===== src/rtl/lut2_cfg_pkg.sv =====
package lut2_cfg_pkg;
  // Number of feedback candidates per operand multiplexer
  localparam int FB_N   = 4;
  localparam int SEL_W  = $clog2(FB_N);
  localparam int CODE_W = 4;
  localparam int USED_W = 11;

  // Field positions that decoding depends on
  localparam int POS_BYP  = 0;
  localparam int POS_CODE = 1;
  localparam int POS_PIN  = 5;
  localparam int POS_M0EN = 6;
  localparam int POS_SEL1 = 7;
  localparam int POS_SEL0 = 9;

  typedef struct packed {
    logic [SEL_W-1:0]  sel0;
    logic [SEL_W-1:0]  sel1;
    logic              a_from_fb;
    logic              b_from_pin;
    logic [CODE_W-1:0] code;
    logic              bypass;
  } cell_cfg_t;

  function automatic cell_cfg_t decode_cfg(input logic [USED_W-1:0] w);
    cell_cfg_t c;
    c.sel0       = w[POS_SEL0 +: SEL_W];
    c.sel1       = w[POS_SEL1 +: SEL_W];
    c.a_from_fb  = w[POS_M0EN];
    c.b_from_pin = w[POS_PIN];
    c.code       = w[POS_CODE +: CODE_W];
    c.bypass     = w[POS_BYP];
    return c;
  endfunction
endpackage


===== src/rtl/lut2_operand_sel.sv =====
module lut2_operand_sel
  import lut2_cfg_pkg::*;
#(
  parameter int N  = FB_N,
  localparam int SW = $clog2(N)
) (
  input  logic [N-1:0]  fb0,
  input  logic [N-1:0]  fb1,
  input  logic [SW-1:0] sel0,
  input  logic [SW-1:0] sel1,
  input  logic          a_from_fb,
  input  logic          b_from_pin,
  input  logic          sw_bit,
  input  logic          pin_in,
  output logic          op_a,
  output logic          op_b
);
  logic m0_out;
  logic m1_out;

  // First level: pick one feedback candidate for each operand
  assign m0_out = fb0[sel0];
  assign m1_out = fb1[sel1];

  // Second level: choose between feedback and the external sources
  always_comb begin
    op_a = a_from_fb  ? m0_out : sw_bit;
    op_b = b_from_pin ? pin_in : m1_out;
  end
endmodule


===== src/rtl/lut2_table.sv =====
module lut2_table
  import lut2_cfg_pkg::*;
(
  input  logic [CODE_W-1:0] code,
  input  logic              op_a,
  input  logic              op_b,
  output logic              y
);
  // Entry index is {A,B}: code[3] for A=1,B=1 down to code[0] for A=0,B=0
  always_comb y = code[{op_a, op_b}];
endmodule


===== src/rtl/lut2_out_stage.sv =====
module lut2_out_stage (
  input  logic clk,
  input  logic rst,
  input  logic d,
  input  logic bypass,
  output logic q_reg,
  output logic y
);
  always_ff @(posedge clk) begin
    if (rst) q_reg <= 1'b0;
    else     q_reg <= d;
  end

  assign y = bypass ? d : q_reg;

  // Synchronous clear of the holding register
  assert_sync_clear_R8: assert property (@(posedge clk) rst |=> (q_reg == 1'b0))
    else $error("register not cleared after reset edge");
endmodule


===== src/rtl/lut2_cell.sv =====
module lut2_cell
  import lut2_cfg_pkg::*;
#(
  parameter int CFG_W = 32
) (
  input  logic             clk,
  input  logic             rst,
  input  logic [CFG_W-1:0] cfg_word,
  input  logic             pin_in,
  input  logic             sw_bit,
  input  logic [FB_N-1:0]  fb_mux0,
  input  logic [FB_N-1:0]  fb_mux1,
  output logic             result
);
  localparam int RSV_W = CFG_W - USED_W;

  cell_cfg_t cfg;
  logic      op_a;
  logic      op_b;
  logic      lut_y;
  logic      q_reg;

  assign cfg = decode_cfg(cfg_word[USED_W-1:0]);

  generate
    if (RSV_W > 0) begin : g_rsv
      // Reserved bits take no part in the cell function
      logic unused_rsvd;
      assign unused_rsvd = ^cfg_word[CFG_W-1:USED_W];
    end
  endgenerate

  lut2_operand_sel #(.N(FB_N)) u_sel (
    .fb0        (fb_mux0),
    .fb1        (fb_mux1),
    .sel0       (cfg.sel0),
    .sel1       (cfg.sel1),
    .a_from_fb  (cfg.a_from_fb),
    .b_from_pin (cfg.b_from_pin),
    .sw_bit     (sw_bit),
    .pin_in     (pin_in),
    .op_a       (op_a),
    .op_b       (op_b)
  );

  lut2_table u_lut (
    .code (cfg.code),
    .op_a (op_a),
    .op_b (op_b),
    .y    (lut_y)
  );

  lut2_out_stage u_out (
    .clk    (clk),
    .rst    (rst),
    .d      (lut_y),
    .bypass (cfg.bypass),
    .q_reg  (q_reg),
    .y      (result)
  );

  // End-to-end: pass-A code with software source in bypass shows sw_bit
  assert_sw_route_R2: assert property (@(posedge clk) disable iff (rst)
    (cfg_word[6:0] == 7'b0011001) |-> (result == sw_bit))
    else $error("software bit not routed to output");

  // End-to-end: pass-B code with pin source in bypass shows pin_in
  assert_pin_route_R4: assert property (@(posedge clk) disable iff (rst)
    (cfg_word[5:0] == 6'b110101) |-> (result == pin_in))
    else $error("pin not routed to output");

  assert_const_one_R5: assert property (@(posedge clk) disable iff (rst)
    (cfg_word[4:0] == 5'b11111) |-> result)
    else $error("constant-one table not high");

  assert_const_zero_R5: assert property (@(posedge clk) disable iff (rst)
    (cfg_word[4:0] == 5'b00001) |-> !result)
    else $error("constant-zero table not low");

  // Registered mode shows the table value from the previous edge
  assert_registered_R7: assert property (@(posedge clk) disable iff (rst)
    (!cfg_word[0] && !$past(rst)) |-> (result == $past(lut_y)))
    else $error("registered output differs from captured table value");
endmodule


===== config.mk =====
export PLATFORM = sky130hd
export DESIGN_NAME = lut2_cell
export DESIGN_NICKNAME = d
export VERILOG_FILES = /design/src/rtl/lut2_cfg_pkg.sv /design/src/rtl/lut2_operand_sel.sv /design/src/rtl/lut2_table.sv /design/src/rtl/lut2_out_stage.sv /design/src/rtl/lut2_cell.sv
export SDC_FILE = /design/constraint.sdc
export NUM_CORES = 1
export LEC_CHECK = 0
export BUFFER_PORTS_ARGS = -buffer_cell sky130_fd_sc_hd__buf_2
export CORE_AREA = 2 2 39 41
export CTS_CLUSTER_SIZE = 12
export DETAILED_ROUTE_END_ITERATION = 8
export DIE_AREA = 0 0 41 43
export HOLD_SLACK_MARGIN = 0.02
export PLACE_DENSITY = 0.6
export SETUP_SLACK_MARGIN = 0.3
export SYNTH_ARGS = -nofsm -noshare
export SYNTH_HDL_FRONTEND = slang
export SYNTH_HIERARCHICAL = 1
export SYNTH_SLANG_ARGS = --single-unit

===== constraint.sdc =====
create_clock -name clk -period 1.5 [get_ports clk]
set_input_delay 0.075 -clock clk [delete_from_list [all_inputs] [get_ports clk]]
set_output_delay 0.075 -clock clk [all_outputs]
set_load 0.01 [all_outputs]

---- After elaboration in Yosys (flattened, before gate mapping) ----
Cells that the tools add are included.
storage, ports and cells
  register bits ........................... 1
  bits of input ports ..................... 44
  output and inout bits ................... 1
  word-level logic and storage cells ...... 13
cells by class
  magnitude comparators ................... 3
  muxes and demuxes ....................... 9
operators with widths
  cell                count
  $lt 2x3->1 const B  3
  $bmux 1 s2          3
  $mux 1              6

---- Longest topological paths before layout ----
Gate-level depths: netlist of the first run.
  depth after elaboration ................. 6
  depth in mapped cells ................... 5
  gate-level depth less buffers ........... 5

---- By module ----
Netlist of the first run, hierarchy kept.
by module, submodules not included
  module            instances  cells each  area each (um2)
  lut2_operand_sel  1          12          83.8
  lut2_out_stage    1          3           41.3
  lut2_table        1          1           22.5

---- Least setup slack after synthesis of the first run ----
OpenSTA, ideal clock, no wires.
  kind .................................... input port to output port
  start ................................... input port fb_mux1[0]
  end ..................................... output port result
  arrival ................................. 1.358 ns
  data required time ...................... 1.425 ns
  setup slack ............................. 0.067 ns
  stages on the path ...................... 5
  path buffers ............................ 0
  cells stage by stage .................... nor2b_1 a2111oi_0 a311oi_1 mux4_2 mux2_4
on the way
  word-level cells in the longest chain between the ends .. 6
ends and longest elaborated chain
  item                          RTL line                source
  start, declared               lut2_cell.sv:12         input logic [FB_N-1:0] fb_mux1,
  $bmux 1 s2                    lut2_operand_sel.sv:23  assign m1_out = fb1[sel1];
  $mux 1 (not written as such)  lut2_operand_sel.sv:23
  $mux 1                        lut2_operand_sel.sv:28  op_b = b_from_pin ? pin_in : m1_out;
  net op_b                      lut2_cell.sv:19         logic op_b;
  $bmux 1 s2                    lut2_table.sv:10        always_comb y = code[{op_a, op_b}];
  $mux 1 (not written as such)  lut2_table.sv:10
  net lut_y                     lut2_cell.sv:20         logic lut_y;
  $mux 1                        lut2_out_stage.sv:14    assign y = bypass ? d : q_reg;
  end, declared                 lut2_cell.sv:13         output logic result
The timed path passes the listed nets, and every way through them passes these cells. The select of a mux whose other input is x is not followed.

---- Worst setup path in the final report of the first run ----
  start ................................... input port cfg_word[7]
  end ..................................... output port result
on the way
  word-level cells in the longest chain between the ends .. 6
ends and longest elaborated chain
  item                          RTL line                source
  start, declared               lut2_cell.sv:8          input logic [CFG_W-1:0] cfg_word,
  $bmux 1 s2                    lut2_operand_sel.sv:23
  $mux 1 (not written as such)  lut2_operand_sel.sv:23
  $mux 1                        lut2_operand_sel.sv:28
  net op_b                      lut2_cell.sv:19
  $bmux 1 s2                    lut2_table.sv:10
  $mux 1 (not written as such)  lut2_table.sv:10
  net lut_y                     lut2_cell.sv:20
  $mux 1                        lut2_out_stage.sv:14
The timed path passes the listed nets, and every way through them passes these cells. The select of a mux whose other input is x is not followed.

==> impl_metrics.toml, run 1 <==
[detailed_routing]
antenna_violating_nets_left = 0
post-route-drc-count = 0
route.vias.total = 218
dr.first_iter.drc_count = 0
first_pass_iters = 1
drt_via_density = 3.964
drt_wl_total_um = 536
route.detailed.wl_per_inst_um = 9.745

[placed_design]
detailed_place_hpwl_um = 413.5
gpl.final_weighted_congestion = 0.5088
port-buffer-count = 23

[setup_path]
cp_cell_sequence = "buf_8, nor2b_4, a2111oi_4, a311oi_2, mux4_2, mux2_4, buf_6"
endpoint_kind = "output port"
endpoint_arrival_time_on_the_critical_path_ps = 1550
critPathCapture = "result"
worst_path_dominant_cell_family = "multiplexers"
cp_max_fo = 3
timing.critical_path.slowest_cell_delay_ps = 550
crit_type = "primary input to output port"
critPathLaunch = "cfg_word[7]"
worstSetupPathDepth = 7
crit_path_launch_type = "primary input"
critical_path_required_ps = 1420
critical-path-slowest-cell = "mux4_2"
cp_num_buf_inv = 2

[synth]
post_synth.cell_area_avg_um2 = 9.228
synth_enable_flop_cells = 0
synthDistinctLibCells = 13
netlist_top_cells_count = "inv_1, mux2i_1, nor2b_1"
synth_seq_area_share = 0.1356
ys.flop_type = "dfxtp_1"
synthTopCellsByArea = "mux4_2, dfxtp_1, mux2i_1, mux2_4, nor2b_1"
postSynthCellCount = 16
ys_seq_elements = 1
synth_area_um2 = 147.6
yosysWarnings = 6
library_cell_occupying_the_most_area_in_the_post_synthesis_netlist = "mux4_2"
mappedNetlistNets = 60
async_flop_share = 0
yosysTopAreaCellShare = 0.1525

[timing]
total_negative_slack_ps = -125.0
relSlewSlack = 0.8105
grt_setup_unrepaired = "yes"
max_freq_mhz = 615.4
min_period_over_period = 1.083
max_slew.worst_pin.slew_ps = 279.8
report.final.setup_viol = 1
post-route-worst-setup-slack_ps = -125.0
min_period_ps = 1625
timing.final.hold_violations = 0
timing.final.max_slew_violations = 0

[clock_tree]
path_clk_slew_ps = 0
cts-hold-fix-buffers = 0

[cells_and_area]
syn_to_final_growth_pct = 124.6
largest_reg_flops = 1
finalNetCount = 85
fraction_of_final_layout_cells_sized_beyond_drive_strength_1 = 0.7692
nFillCells = 158
count_of_inserted_antenna_diode_cells = 0

[global_route]
overflow = 0
grt_usage = 0.04705
antenna_found_initial = 0
grt.met1_usage = 0.04777
grt_util_met3 = 0
grt_start_max_net_pins = 4
top_usage_layer = "met2"
gr-usage-met2 = 0.1000
first_global_vias = 187
grt_pass1_wl_um = 627

[floorplan]
design.die.area_mm2 = 0.001763
die-height_um = 43
area_of_the_placeable_core_mm2 = 0.001384
std_cell_rows = 14
die_w_um = 41
floorplan.initialDensity = 0.1067
ios = 45

[power]
vdd_ir_drop_max_v = 0.00008580
power_mw = 0.1209
power.density_mw_per_mm2 = 364.6
power.leakage_nw = 0.1655

[outcome]
violations = "setup timing"
outcome = "complete, but fails checks"

[job]
max_cap_violations = 0

[hold_path]
worstHoldPathCells = 2
min-delay-path-class = "primary input to flip-flop"
==> worst min path at each step <==
| stage | end | start |
|---|---|---|
| after floorplan | u_out/q_reg | rst |
| after global placement | u_out/q_reg | rst |
| after detailed placement | u_out/q_reg | rst |
| after CTS | u_out/q_reg | rst |
| after global routing | u_out/q_reg | rst |
| final | u_out/q_reg | rst |
==> power breakdown <==
part / switching (mW) / internal [mW]
Combinational: 0.0323 / 0.0579
Clock: 0 / 0
Sequential: 0.000740 / 0.0300
==> cell usage in the layout, fill, tap and decap left out <==
cell type and instances:
a2111oi_4 1, mux2i_1 2, a311oi_2 1, buf_6 1
nor2b_4 1, dfxtp_1 1, buf_8 1, inv_2 1
mux2_4 1, buf_2 21, nand3_1 1, nor2_1 1
inv_1 1, nor2b_1 1, mux4_2 1, nand2_1 1
o311ai_1 1, mux2_2 1
==> cell type report <==
cell class	instances	area, µm²	area share
inverters	2	7.507	0.02264
multi-input cells	13	152.6	0.4604
flip-flops and latches	1	20.02	0.06038
well taps	16	20.02	0.06038
repair buffers	23	131.4	0.3962
==> per-stage QoR <==
step	cells	instance area [µm²]	setup slack (ps)	hold slack, ps	util
3_5_place_dp	55	282.8	-202.9	238.9	0.2043
5_1_grt	55	331.6	-208.1	237.0	0.2396
3_3_place_gp	55	282.8	-158.6	235.7	0.2043
4_1_cts	55	315.3	-108.1	234.6	0.2278
2_1_floorplan	16	147.6	110.0	146.6	-
6_report	55	331.6	-125.0	234.2	0.2396
==> logic make-up after synthesis <==
logic type / Yosys count / share of synthesized area
muxes: 5 / 0.4661
and+or+nand+nor: 5 / 0.1694
AOI/OAI and AO/OA: 3 / 0.1780
buffers and inverters: 2 / 0.05087
DFF: 1 / 0.1356
==> routing by layer <==
metal  vias up  wire (µm)
met4         0          0
met5         -          0
met3         0         46
li1        110          -
met1       101        141
met2         7        348
==> what timing repair did <==
item	CTS	global route
buffers inserted	0	0
gates resized for setup	9	2
pin swaps	2	0
setup endpoints to repair	2	2
No activity file was read; power rests on OpenSTA's default activity.
==> inputs of run 2 (changes only) <==
TNS_END_PERCENT = 30   (was unset)
==> run 2 against run 1 <==
  * The run still ends with setup timing left
  * Fmax increased by 2.1%
  * Sequential share of layout area increased by 0.31 points
  * Global-route usage unchanged
==> impl_metrics.toml, run 2 (synthesis gave the netlist of run 1 again) <==
[global_route]
antenna_found_initial = 0
grt_usage = 0.04705
first_global_vias = 187
grt_start_max_net_pins = 4
overflow = 0
grt_pass1_wl_um = 627

[detailed_routing]
route.vias.total = 214
first_pass_iters = 1
drt_wl_total_um = 434
route.detailed.wl_per_inst_um = 7.891
drt_via_density = 3.891
post-route-drc-count = 0
dr.first_iter.drc_count = 0
antenna_violating_nets_left = 0

[floorplan]
design.die.area_mm2 = 0.001763
die_w_um = 41
std_cell_rows = 14
ios = 45
floorplan.initialDensity = 0.1067
die-height_um = 43
area_of_the_placeable_core_mm2 = 0.001384

[timing]
post-route-worst-setup-slack_ps = -90.83
grt_setup_unrepaired = "yes"
max_freq_mhz = 628.6
max_slew.worst_pin.slew_ps = 310.1
timing.final.max_slew_violations = 0
timing.final.hold_violations = 0
min_period_over_period = 1.061
min_period_ps = 1591
relSlewSlack = 0.7928
report.final.setup_viol = 1

[power]
power_mw = 0.1148
power.leakage_nw = 0.1632
power.density_mw_per_mm2 = 363.9
vdd_ir_drop_max_v = 0.00008351

[placed_design]
gpl.final_weighted_congestion = 0.5088
dpl.cell_count = 55
detailed_place_hpwl_um = 413.5
port-buffer-count = 23

[setup_path]
endpoint_arrival_time_on_the_critical_path_ps = 1520
cp_num_buf_inv = 2
crit_path_launch_type = "primary input"
crit_type = "primary input to output port"
critical-path-slowest-cell = "mux4_2"
endpoint_kind = "output port"
timing.critical_path.slowest_cell_delay_ps = 450
cp_cell_sequence = "buf_2, nor2b_4, a2111oi_2, a311oi_2, mux4_2, mux2_4, buf_6"
cp_max_fo = 2
worst_path_dominant_cell_family = "multiplexers"
critical_path_required_ps = 1420

[cells_and_area]
stdcell_count = 55
postLayoutCoreUtil = 0.2278
fraction_of_final_layout_cells_sized_beyond_drive_strength_1 = 0.7692
finalNetCount = 85
final_cell_mix = "buf_2, buf_6, mux2i_1"
count_of_inserted_antenna_diode_cells = 0
commonest_non_fill_non_tap_cell_in_the_layout = "buf_2"
syn_to_final_growth_pct = 113.6
largest_reg_flops = 1

[outcome]
violations = "setup timing"
outcome = "complete, but fails checks"

[clock_tree]
path_clk_slew_ps = 0
cts-hold-fix-buffers = 0

[hold_path]
min-delay-path-class = "primary input to flip-flop"

[job]
max_cap_violations = 0
run 2: repair_timing:
item                                    4_1_cts  5_1_grt
endpoints found under the setup margin        2        2
gates resized for setup                       9        0
pin swaps                                     2        0
setup buffers                                 0        0
run 2: worst paths after layout:
path | to | cells after the start | slack (ps) | start
hold / removal | u_out/q_reg | 2 | 230 | rst
setup / recovery | result | 7 | -90 | fb_mux1[0]
run 2: cell type report:
type	count	area, µm²
Fill cell	158	1069
Multi-Input combinational cell	13	140.1
Timing Repair Buffer	23	127.6
Sequential cell	1	20.02
Tap cell	16	20.02
Inverter	2	7.507
run 2: where the power goes:
| group | switching [mW] | total [mW] | internal (mW) |
|---|---|---|---|
| Sequential | 0.000740 | 0.0307 | 0.0300 |
| Clock | 0 | 0 | 0 |
| Combinational | 0.0286 | 0.0840 | 0.0554 |
| Total | 0.0293 | 0.115 | 0.0854 |
run 2: layer usage:
metal	global-route usage	wire length [µm]	vias up
met5	0	0	-
met4	0	0	0
met3	0	46	0
met2	0.1000	256	7
met1	0.04777	131	98
li1	-	-	109
run 2: metrics by stage:
step	setup slack [ps]	TNS [ps]	instance area (µm²)	hold slack, ps
finish	-90.83	-90.83	315.3	233.5
global route	-192.0	-192.0	315.3	237.0
CTS	-108.1	-108.1	315.3	234.6
detailed placement	-202.9	-202.9	282.8	238.9
global placement	-158.6	-158.6	282.8	235.7
floorplan	110.0	0	147.6	146.6
==> inputs of run 3 (changes only) <==
ABC_AREA = 1   (was unset)
PLACE_DENSITY = 0.67   (was 0.6)
SETUP_SLACK_MARGIN = unset   (was 0.3)
SKIP_LAST_GASP = 1   (was unset)
==> run 3 against run 2 <==
  * The run now ends clean
  * Critical path depth increased by 7
  * Setup slack better by 490 ps
  * Utilization rose by 3.5 points
  * Combinational power is 1% lower
  * Flip-flop and latch count is the same
  * Fmax is 45% higher
  * Sequential share of layout area shrank 0.85 points
  * Critical endpoint unchanged
  * Largest power group unchanged
==> impl_metrics.toml, run 3 <==
[cells_and_area]
syn_to_final_growth_pct = 59.02
fraction_of_final_layout_cells_sized_beyond_drive_strength_1 = 0.3117
largest_reg_flops = 1
postLayoutCoreUtil = 0.2631
final_cell_mix = "nand2_1, buf_2, inv_1"
commonest_non_fill_non_tap_cell_in_the_layout = "nand2_1"
count_of_inserted_antenna_diode_cells = 0
finalNetCount = 123

[synth]
yosysTopAreaCellShare = 0.3934
post-synth-top-count-cell = "nand2_1"
synthDistinctLibCells = 5
postSynthCellCount = 54
library_cell_occupying_the_most_area_in_the_post_synthesis_netlist = "nand2_1"
ys_seq_elements = 1
synthTopCellsByArea = "nand2_1, inv_1, nand3_1, dfxtp_1, nor2_2"
netlist_top_cells_count = "nand2_1, inv_1, nand3_1"
post_synth.cell_area_avg_um2 = 4.240
synth_enable_flop_cells = 0
ys.flop_type = "dfxtp_1"
mappedNetlistNets = 98
async_flop_share = 0
synth_area_um2 = 229.0
synth_seq_area_share = 0.08743
yosysWarnings = 6

[hold_path]
min-delay-path-class = "primary input to flip-flop"

[timing]
worst_hold_slack_ps = 239.8
min_period_over_period = 0.7336
max_slew.worst_pin.slew_ps = 93.53
max_freq_mhz = 908.7
total_negative_slack_ps = 0
report.final.setup_viol = 0
timing.final.max_slew_violations = 0
relSlewSlack = 0.9375
grt_setup_unrepaired = "no"
min_period_ps = 1100
timing.final.hold_violations = 0

[clock_tree]
postCtsSetupRepairBufs = 0
path_clk_slew_ps = 0
ctsResizeCount = 0
cts-hold-fix-buffers = 0

[setup_path]
critPathLaunch = "cfg_word[7]"
crit_type = "primary input to output port"
endpoint_kind = "output port"
cp_max_fo = 3
endpoint_arrival_time_on_the_critical_path_ps = 1030
critical_path_required_ps = 1420
critPathCapture = "result"
crit_path_launch_type = "primary input"

[detailed_routing]
route.detailed.wl_per_inst_um = 5.581
dr.first_iter.drc_count = 0
drt_via_density = 3.677
antenna_violating_nets_left = 0
highest_layer = "met3"
first_pass_iters = 1
post-route-drc-count = 0
met1_length_um = 196
met2WireLength_um = 281
route.vias.total = 342
route.met3.wl_um = 40
drt_wl_total_um = 519

[placed_design]
detailed_place_hpwl_um = 507.8
port-buffer-count = 23
gpl.final_weighted_congestion = 0.5728

[floorplan]
ios = 45
design.die.area_mm2 = 0.001763
die-height_um = 43
area_of_the_placeable_core_mm2 = 0.001384
die_w_um = 41
std_cell_rows = 14
floorplan.initialDensity = 0.1655

[global_route]
grt_pass1_wl_um = 848
first_global_vias = 265
antenna_found_initial = 0
overflow = 0
grt_usage = 0.06200
grt_start_max_net_pins = 4

[outcome]
outcome = "finished clean"

[power]
power.leakage_nw = 0.2940
vdd_ir_drop_max_v = 0.00008982
power.density_mw_per_mm2 = 312.9

[job]
max_cap_violations = 0
## run 3: area by class of cell
class,instances,area (µm²)
Fill cell,176,1020
Inverter,22,82.58
Multi-Input combinational cell,31,126.4
Sequential cell,1,20.02
Tap cell,16,20.02
Timing Repair Buffer,23,115.1
## run 3: power breakdown
part | leakage [nW] | switching, mW | internal [mW]
Sequential | 0.00833 | 0.000708 | 0.0300
Clock | 0 | 0 | 0
Combinational | 0.286 | 0.0413 | 0.0419
Total | 0.294 | 0.0420 | 0.0719
## run 3: worst max-delay path: stages
cell and delay [ps]:
buf_2 110, inv_1 70, nand2_1 50, nand3_1 60, nand2_1 60, nand2_1 50
nand2_1 70, inv_1 70, nand2_1 50, nand3_1 60, nand2_1 70, nand2_1 60
nand2_1 40, buf_2 130
## run 3: routing by layer
layer | vias up | global-route usage
met3 | 0 | 0
met1 | 138 | 0.06032
met5 | - | 0
met2 | 12 | 0.1344
met4 | 0 | 0
li1 | 192 | -
## run 3: per-stage QoR
step | setup slack, ps | area [µm²] | total power [mW] | std cells
after floorplan | 686.0 | 229.0 | 0.07554 | 54
after detailed placement | 382.0 | 364.1 | 0.1156 | 93
after global placement | 424.9 | 364.1 | 0.1124 | 93
after global routing | 238.6 | 364.1 | 0.1290 | 93
final | 399.5 | 364.1 | 0.1139 | 93
after CTS | 378.6 | 364.1 | 0.1160 | 93
## run 3: cells by family after synthesis
group,after synthesis,share of synthesized area
buffers and inverters,22,0.3607
DFF,1,0.08744
and+or+nand+nor,31,0.5520
## run 3: how the worst min path moves through the flow
| stage | start | endpoint | slack (ps) | depth (start not counted) |
|---|---|---|---|---|
| 6_report | rst | u_out/q_reg | 240 | 2 |
| 5_1_grt | rst | u_out/q_reg | 260 | 2 |
| 4_1_cts | rst | u_out/q_reg | 240 | 2 |
| 3_5_place_dp | rst | u_out/q_reg | 240 | 2 |
| 3_3_place_gp | rst | u_out/q_reg | 240 | 2 |
| 2_1_floorplan | rst | u_out/q_reg | 140 | 1 |
